==> src/rtl/pwm_pkg.sv <==
package pwm_pkg;
  localparam int PRESC_W  = 3;
  localparam int CNT_W    = 13;
  localparam int DATA_W   = 32;
  localparam int MODE_BIT = 15;

  typedef struct packed {
    logic               mode;
    logic [PRESC_W-1:0] presc;
    logic [CNT_W-1:0]   period;
    logic [CNT_W-1:0]   thresh;
  } pwm_cfg_t;
endpackage

==> src/rtl/pwm_prescaler.sv <==
module pwm_prescaler #(
  parameter int EXP_W = 3
) (
  input  logic             clk,
  input  logic             rst,
  input  logic             run,
  input  logic             src_ok,
  input  logic [EXP_W-1:0] exp_i,
  output logic             tick_o
);
  localparam int PC_W = (1 << EXP_W) - 1;

  logic [PC_W-1:0] pc_q;
  logic [PC_W-1:0] lim;

  // Terminal count is 2^exp - 1.
  assign lim    = ~({PC_W{1'b1}} << exp_i);
  assign tick_o = run && src_ok && (pc_q == lim);

  always_ff @(posedge clk) begin
    if (rst || !run) begin
      pc_q <= '0;
    end else if (src_ok) begin
      pc_q <= (pc_q == lim) ? '0 : pc_q + 1'b1;
    end
  end

  // the divider count never passes the current limit
  assert_presc_bound_R3: assert property (@(posedge clk) disable iff (rst)
    run |-> (pc_q <= lim));
endmodule

==> src/rtl/pwm_channel.sv <==
module pwm_channel
  import pwm_pkg::*;
(
  input  logic     clk,
  input  logic     rst,
  input  logic     en,
  input  logic     src_ok,
  input  pwm_cfg_t cfg,
  output logic     pwm_o
);
  pwm_cfg_t         act_q;
  logic [CNT_W-1:0] cnt_q;
  logic             tick;
  logic             last;
  logic             boundary;
  logic             pwm_q;

  pwm_prescaler #(.EXP_W(PRESC_W)) u_pre (
    .clk    (clk),
    .rst    (rst),
    .run    (en),
    .src_ok (src_ok),
    .exp_i  (act_q.presc),
    .tick_o (tick)
  );

  assign last     = (act_q.period == '0) || (cnt_q == act_q.period - CNT_W'(1));
  assign boundary = tick && last;

  always_ff @(posedge clk) begin
    if (rst) begin
      act_q <= '0;
      cnt_q <= '0;
      pwm_q <= 1'b0;
    end else if (!en) begin
      act_q <= cfg;        // stopped: track software view
      cnt_q <= '0;
      pwm_q <= 1'b0;
    end else begin
      if (tick) begin
        if (last) begin
          cnt_q <= '0;
          act_q <= cfg;    // reload only at the period edge
        end else begin
          cnt_q <= cnt_q + 1'b1;
        end
      end
      pwm_q <= act_q.mode && (act_q.period != '0) && (cnt_q < act_q.thresh);
    end
  end

  assign pwm_o = pwm_q;

  // counter stays inside the running period
  assert_cnt_bound_R4: assert property (@(posedge clk) disable iff (rst)
    (en && act_q.period != '0) |-> (cnt_q < act_q.period));

  // running settings hold between boundaries
  assert_cfg_hold_R7: assert property (@(posedge clk) disable iff (rst)
    (en && !boundary) |=> (!en || $stable(act_q)));

  // a stopped channel's pin is low on the following cycle
  assert_off_low_R8: assert property (@(posedge clk) disable iff (rst)
    !en |=> !pwm_q);
endmodule

==> src/rtl/multi_pwm_ctrl.sv <==
module multi_pwm_ctrl
  import pwm_pkg::*;
#(
  parameter int NUM_CH      = 4,
  parameter int ADDR_W      = 12,
  parameter int EN_ADDR     = 'h000,
  parameter int WIN_BASE    = 'h010,
  parameter int WIN_STRIDE  = 'h040,
  parameter int OFS_CTRL    = 'h00,
  parameter int OFS_PERIOD  = 'h2C,
  parameter int OFS_THRESH  = 'h30,
  parameter int CLKSEL_ADDR = 'h210
) (
  input  logic              clk,
  input  logic              rst,
  input  logic [ADDR_W-1:0] addr,
  input  logic [DATA_W-1:0] wdata,
  input  logic              wr_en,
  input  logic              rd_en,
  output logic [DATA_W-1:0] rdata,
  input  logic              alt_tick,
  output logic [NUM_CH-1:0] pwm_out
);
  logic [NUM_CH-1:0] en_q;
  logic              clksel_q;
  pwm_cfg_t          cfg_q [NUM_CH];
  logic [DATA_W-1:0] rd_mux;
  logic [DATA_W-1:0] rdata_q;
  logic              src_ok;
  logic              en_hit;
  logic              csel_hit;

  assign en_hit   = (addr == ADDR_W'(EN_ADDR));
  assign csel_hit = (addr == ADDR_W'(CLKSEL_ADDR));
  assign src_ok   = !clksel_q || alt_tick;

  // Register writes and registered read port
  always_ff @(posedge clk) begin
    if (rst) begin
      en_q     <= '0;
      clksel_q <= 1'b0;
      rdata_q  <= '0;
      for (int i = 0; i < NUM_CH; i++) cfg_q[i] <= '0;
    end else begin
      if (wr_en && en_hit)   en_q     <= wdata[NUM_CH-1:0];
      if (wr_en && csel_hit) clksel_q <= |wdata;
      for (int i = 0; i < NUM_CH; i++) begin
        if (wr_en && addr == ADDR_W'(WIN_BASE + i*WIN_STRIDE + OFS_CTRL)) begin
          cfg_q[i].mode  <= wdata[MODE_BIT];
          cfg_q[i].presc <= wdata[PRESC_W-1:0];
        end
        if (wr_en && addr == ADDR_W'(WIN_BASE + i*WIN_STRIDE + OFS_PERIOD))
          cfg_q[i].period <= wdata[CNT_W-1:0];
        if (wr_en && addr == ADDR_W'(WIN_BASE + i*WIN_STRIDE + OFS_THRESH))
          cfg_q[i].thresh <= wdata[CNT_W-1:0];
      end
      if (rd_en) rdata_q <= rd_mux;
    end
  end

  always_comb begin
    rd_mux = '0;
    if (en_hit)   rd_mux = DATA_W'(en_q);
    if (csel_hit) rd_mux = DATA_W'(clksel_q);
    for (int i = 0; i < NUM_CH; i++) begin
      if (addr == ADDR_W'(WIN_BASE + i*WIN_STRIDE + OFS_CTRL))
        rd_mux = (DATA_W'(cfg_q[i].mode) << MODE_BIT) | DATA_W'(cfg_q[i].presc);
      if (addr == ADDR_W'(WIN_BASE + i*WIN_STRIDE + OFS_PERIOD))
        rd_mux = DATA_W'(cfg_q[i].period);
      if (addr == ADDR_W'(WIN_BASE + i*WIN_STRIDE + OFS_THRESH))
        rd_mux = DATA_W'(cfg_q[i].thresh);
    end
  end

  assign rdata = rdata_q;

  for (genvar g = 0; g < NUM_CH; g++) begin : g_ch
    pwm_channel u_ch (
      .clk    (clk),
      .rst    (rst),
      .en     (en_q[g]),
      .src_ok (src_ok),
      .cfg    (cfg_q[g]),
      .pwm_o  (pwm_out[g])
    );
  end

  // the run word moves only on a write to its own address
  assert_en_hold_R1: assert property (@(posedge clk) disable iff (rst)
    !(wr_en && en_hit) |=> $stable(en_q));
endmodule

==> config.mk <==
export PLATFORM = sky130hd
export DESIGN_NAME = multi_pwm_ctrl
export DESIGN_NICKNAME = d
export VERILOG_FILES = /design/src/rtl/pwm_pkg.sv /design/src/rtl/pwm_prescaler.sv /design/src/rtl/pwm_channel.sv /design/src/rtl/multi_pwm_ctrl.sv
export SDC_FILE = /design/constraint.sdc
export NUM_CORES = 1
export LEC_CHECK = 0
export BUFFER_PORTS_ARGS = -buffer_cell sky130_fd_sc_hd__buf_4
export CORE_MARGIN = 2
export CORE_UTILIZATION = 45
export CTS_CLUSTER_SIZE = 12
export DETAILED_ROUTE_END_ITERATION = 10
export SLEW_MARGIN = 15
export SYNTH_ARGS = -nofsm -noshare
export SYNTH_HDL_FRONTEND = slang
export SYNTH_HIERARCHICAL = 1
export SYNTH_SLANG_ARGS = --single-unit
==> constraint.sdc <==
create_clock -name clk -period 3.8 [get_ports clk]
set_input_delay 0.19 -clock clk [delete_from_list [all_inputs] [get_ports clk]]
set_output_delay 0.19 -clock clk [all_outputs]
set_load 0.005 [all_outputs]
; Word level (Yosys, flattened, before mapping)
; Memories as Yosys holds them, arrays and structs flattened.
; Cells that the tools add are included.
; W data, S select, Z words.
[word_totals]
regBits = 241
latch_bits = 0
ramBits = 120
mem_bits_ro = 0
out_inout_bits = 36
elab_cells = 259
memories = 1
[mem_list]
columns = name, words, word_bits, rd, rd_clocked_by_memory_dff, write_ports, line
row1 = cfg_q, 4, 30, 4, 0, 4, multi_pwm_ctrl.sv:26  ; pwm_cfg_t cfg_q [NUM_CH];
[op_classes]
addsub = 12
n_mul = 0
div_mod_pow = 0
n_lt_le_gt_ge = 4
n_eq_ne = 29
shifts = 4
mux = 88
bitwise_logic = 28
n_reduce_logical = 62
[ops]
columns = op, count
row1 = $mux W32, 13
row2 = $mux W30, 12
row3 = $mux W13, 12
row4 = $eq A12 B8 Y1 const B, 6
row5 = $or A16 B3 Y16, 4
row6 = $add A13 B1 Y13 const B, 4
row7 = $eq A13 B13 Y1, 4
row8 = $logic_not A13 Y1, 4
row9 = $lt A13 B13 Y1, 4
row10 = $reduce_bool A13 Y1, 4
row11 = $sub A13 B1 Y13 const B, 4
row12 = $mux W1, 42
row13 = $eq A12 B7 Y1 const B, 3
row14 = $reduce_or A32 Y1, 1
row15 = $logic_and A1 B1 Y1, 30
row16 = $add A7 B1 Y7 const B, 4
row17 = $eq A7 B7 Y1, 4
row18 = $mux W7, 4
row19 = $not A7 Y7, 4
row20 = $shl A7 B3 Y7 const A, 4
row21 = $ne A2 B1 Y1 const B, 8
row22 = $or A1 B1 Y1, 16
row23 = $eq A12 B10 Y1 const B, 1
row24 = $eq A12 B5 Y1 const B, 1
row25 = other kinds (10), 34

; Logic depth before layout (Yosys ltp)
[depth]
depth_word = 15
ltp_mapped = 13
mapped_depth_nobuf = 10

; Modules after synthesis
; The synthesis kept the hierarchy.
[by_module_without_submodules]
columns = mod, n_inst, cells_each, area_each_um2
row1 = pwm_channel, 4, 318, 2851.5
row2 = multi_pwm_ctrl, 1, 638, 7068.0
row3 = pwm_prescaler, 4, 56, 526.8

; Worst setup path after synthesis
; Ideal clock, no wire load.
[synth_timing]
path_kind = reg-to-reg
from = reg g_ch[0].u_ch/act_q[13] (netlist bit)
to = reg g_ch[0].u_ch/act_q[0] (netlist bit)
arrival_time_ns = 2.636
required_ns = 3.682
setup_slack_ns = 1.046
stages_incl_launch_ff = 13
period_less_slack_ns = 2.754
cell_sequence = dfxtp_1 > inv_1 > ha_1 > clkbuf_1 > or3b_2 > buf_6 > a211o_1 > a31o_1 > a32o_1 > o31a_1 > buf_6 > buf_12 > mux2i_1
[synth_between]
elab_chain_cells = 5
[synth_lines]
columns = element, line
row1 = from (decl), pwm_channel.sv:11  ; pwm_cfg_t act_q;
row2 = from (signal assigned), pwm_channel.sv:36  ; act_q <= cfg;
row3 = from (signal assigned), pwm_channel.sv:43  ; act_q <= cfg;
row4 = $sub A13 B1 Y13, pwm_channel.sv:27  ; assign last = (act_q.period == '0) || (cnt_q == act_q.period - CNT_W'(1));
row5 = $eq A13 B13 Y1, pwm_channel.sv:27
row6 = $logic_or A1 B1 Y1 *, pwm_channel.sv:27
row7 = $ne A2 B1 Y1 (no line) *, n/a
row8 = $reduce_and A2 Y1 (no line) *, n/a
; Every way passes the cells marked *; elsewhere a longest branch is shown, timed or not.
; A chain may end at the register's enable or synchronous reset.

; Worst setup path in the final report
[layout_timing]
from = reg g_ch[0].u_ch/act_q[13] (netlist bit)
to = reg g_ch[0].u_ch/act_q[2] (netlist bit)
; The elaborated chain is that of the path after synthesis.

==> impl_metrics.csv <==
group,metric,value,unit
outcome,outcome,"finished, final reports clean",
final_layout,drive_gt1_frac,0.102,
place,gp_congestion,0.928,
cts,cts_setup_buffers,0,
place,io_buffers,66,
setup_path,crit_fanout,30,
logic_synthesis,yosys.area_share.adder,0.0389,
logic_synthesis,synthMuxAreaShare,0.0691,
die,initial_core_util,0.454,
pwr,peakVddDrop,0.000232,V
cts,cts-resized-gates,0,
sta,post-route-min-period,3.10,ns
detailed_routing,ant_nets,0,
logic_synthesis,synth-edff-count,120,
sta,fin_setup_tns,0,ns
final_layout,fillerInstances,4301,
pwr,p_int,0.00633,W
cts,tritoncts,"yes",
logic_synthesis,synth_ff_type,"dfxtp_1",
die,fp.dieH,218,um
die,num_rows,78,
cts,cts_made_buffers,39,
logic_synthesis,synthesis.area,0.0206,mm^2
final_layout,fin_util,0.492,
final_layout,seq_area,0.00807,mm^2
sta,finalSetupViolations,0,
logic_synthesis,synth-compound-area-share,0.139,
run,cap_violations,0,
cts,clk_latency,0.56,ns
logic_synthesis,synth_cells,2134,
logic_synthesis,async_flop_share,0,
die,die_area,0.0475,mm^2
setup_path,startpoint_type,"flip-flop",
die,num_io_pins,85,
global_routing,grt_pass1_wl,86400,um
setup_path,crit_chain,"inv_1, ha_1, or3b_2, or3_2, nand4b_1, a32o_1, o31a_2, buf_4, mux2i_1",
pwr,p_per_area,377,mW/mm^2
die,die_w,218,um
cts,clkTransAtPathRegs,0.06,ns
global_routing,gr-usage-all-layers,0.231,
cts,clock_sinks,343,
detailed_routing,drt-total-wl,54500,um
detailed_routing,wl_per_cell,19.7,um
place,dp_hpwl,38900,um
pwr,clkPwrFrac,0.433,
detailed_routing,drc,0,
sta,max_slew_margin,0.342,
cts,cts_root_buffer,"clkbuf_16",
setup_path,cp-end-kind,"flip-flop",
sta,fmaxAchievable,0.323,GHz
setup_path,cp.required,4.27,ns
detailed_routing,drt_iter0_markers,1352,
global_routing,grt_use_met1,0.318,
global_routing,grtUsageMet3,0.0403,
sta,tightest_slew,0.978,ns
sta,drv_slew,0,
setup_path,critPathKind,"flip-flop to flip-flop",
global_routing,antenna_found_initial,2,
final_layout,layout.nets,2242,
logic_synthesis,yosysUniqueCellTypes,84,
final_layout,area_growth,8.30,%
logic_synthesis,syn_area_per_cell,9.64,um^2
cts,clockBufferDepth,3,
global_routing,grt_start_max_net_pins,161,
sta,fin_worst_skew,0.0127,ns
global_routing,grt_pass1_vias,15300,
detailed_routing,via_per_inst,5.71,
die,core,0.0453,mm^2
detailed_routing,firstDrtPassIters,5,
pwr,p_sw_frac,0.246,
setup_path,cpMaxStageDelayCell,"or3b_2",
logic_synthesis,synth_seq_area_share,0.392,
sta,fin_crit_sh,0.816,
logic_synthesis,synthSimpleGateAreaFrac,0.237,
final_layout,multi_input_comb_area,0.0112,mm^2
logic_synthesis,synth_seq_cells,343,
sta,hold_violations,0,
pwr,pwr-share-seq,0.485,
logic_synthesis,synth_top_family_by_area,"simple AND/OR/NAND/NOR gates",
cts,htreeDepth,2,
setup_path,cp_data_arrival_time,3.57,ns
pwr,combPwrFrac,0.082,
global_routing,met2_usage,0.372,
setup_path,crit_path_max_incr_delay,0.61,ns
logic_synthesis,synth_xor_area_frac,0.0579,
pwr,leakage,7.77,nW
cts,ctsHoldBuffers,0,
sta,rsz0062_at_grt,"false",
hold_path,hp-class,"primary input to flip-flop",
detailed_routing,num_vias,15700,
pwr,switchingPower,0.00206,W
global_routing,busiest_layer,"met2",
logic_synthesis,ys_warn_count,6,
global_routing,grt-ovfl-total,0,
==> state kept, by name (all words and copies together) (netlist names) <==
register              flops
rdata                    14
g_ch.u_ch/pwm_o           4
g_ch.u_ch/cnt_q          52
g_ch.u_ch/act_q         120
g_ch.u_ch/u_pre/pc_q     28
en_q                      4
cfg_q                   120
clksel_q                  1
==> final cells by class <==
class / instances / share of cell area
tap: 600 / 0.0337
antenna: 1 / 0.000112
inverter: 78 / 0.0131
clock inverter: 11 / 0.00348
clock buffer: 60 / 0.0506
sequential: 343 / 0.362
multi-input combinational: 1574 / 0.504
timing repair buffer: 93 / 0.0326
==> cell families after synthesis <==
family | Yosys count
compound gates | 386
xor+xnor | 136
fa+ha+maj | 64
buf+inv | 234
flops | 343
mux | 142
other cells | 1
simple gates | 828
==> placed cells by master, fill, tap and decap left out, types with 16 or more instances in the layout <==
cell and count:
ha_1 64, nor4_1 24, o22ai_1 25, buf_4 90, and2_1 123, inv_1 78, clkbuf_16 41, conb_1 18
nor3_1 24, edfxtp_1 120, nand4_1 40, o21ai_0 56, nand3_1 42, clkbuf_1 16, a211oi_2 28, a21oi_1 70
nor2_1 110, nand2b_1 265, xor2_1 80, dfxtp_1 223, mux2i_1 142, nand2_1 67, a211oi_1 53, a21o_1 20
and3_1 18, xnor2_1 56
==> through the flow <==
step                      instances  total power (W)  hold WS, ns  instance area (um^2)  worst slack [ns]
final                          2760          0.00839       0.0447                 22300             0.701
after global routing           2759          0.00870       0.0310                 22300             0.491
after CTS                      2759          0.00847       0.0179                 22300             0.706
after detailed placement       2688          0.00483        0.468                 21100             0.735
after global placement         2688          0.00481        0.457                 21100             0.851
after floorplan                2151          0.00461        0.337                 20600              1.05
==> cells in the mapped netlist (all sizes together), types with 5 or more instances <==
library cell / instances / area, um^2
a211oi: 81 / 748
nor4: 26 / 175
or3b: 9 / 78.8
nor2: 114 / 443
nor2b: 14 / 87.6
nor3b: 5 / 48.8
and3: 18 / 113
nand3: 43 / 220
or3: 18 / 138
o22ai: 25 / 156
nand2: 70 / 280
mux2i: 142 / 1420
and4: 5 / 43.8
inv: 78 / 293
a32o: 5 / 50.1
or4: 13 / 101
buf: 83 / 777
o22a: 8 / 70.1
a21oi: 72 / 368
xor2: 80 / 701
o21ai: 57 / 285
o31a: 12 / 145
and2: 123 / 769
o21bai: 6 / 45.0
nand4b: 12 / 105
clkbuf: 73 / 283
ha: 64 / 801
o21a: 5 / 37.5
o32ai: 7 / 61.3
xnor2: 56 / 490
edfxtp: 120 / 3600
a31o: 7 / 61.3
a31oi: 14 / 87.6
a21o: 20 / 150
nor3: 29 / 165
o211ai: 12 / 90.1
nand3b: 9 / 67.6
dfxtp: 223 / 4460
a22oi: 8 / 60.1
nand2b: 265 / 1660
a221oi: 11 / 96.3
a221o: 11 / 110
nand4: 40 / 250
==> power groups by stage <==
stage               sequential (W)  combinational (W)  clock, W
floorplan                  0.00407           0.000535         0
global placement           0.00415           0.000667         0
detailed placement         0.00415           0.000681         0
CTS                        0.00407           0.000684   0.00372
global route               0.00409           0.000759   0.00386
finish                     0.00407           0.000688   0.00364
==> critical path: cells and delay by family (launching register included) <==
family / cells / cell delay (ns)
AND/OR/NAND/NOR: 3 / 1.17
buffers and inverters: 2 / 0.53
flip-flops: 1 / 0.37
AO/OA/AOI/OAI: 2 / 0.34
adder cells (fa/ha/maj): 1 / 0.31
multiplexers: 1 / 0.27
==> per-layer routing <==
| metal | part of all wire | vias up |
|---|---|---|
| li1 | - | 7575 |
| met1 | 0.45 | 7618 |
| met5 | 0 | - |
| met4 | 0.023 | 0 |
| met2 | 0.46 | 469 |
| met3 | 0.063 | 85 |
==> worst paths after layout <==
path                            slack (ns)                    end                   start  depth (start not counted)
worst min register to register        0.47              rdata[15]               rdata[15]                          2
worst max register to register        0.70  g_ch[0].u_ch/act_q[2]  g_ch[0].u_ch/act_q[13]                          9
worst min-delay path                  0.04           cfg_q[1][29]               wdata[15]                          2
worst max-delay path                  0.70  g_ch[0].u_ch/act_q[2]  g_ch[0].u_ch/act_q[13]                          9
Power figures use the tool's default switching activity.
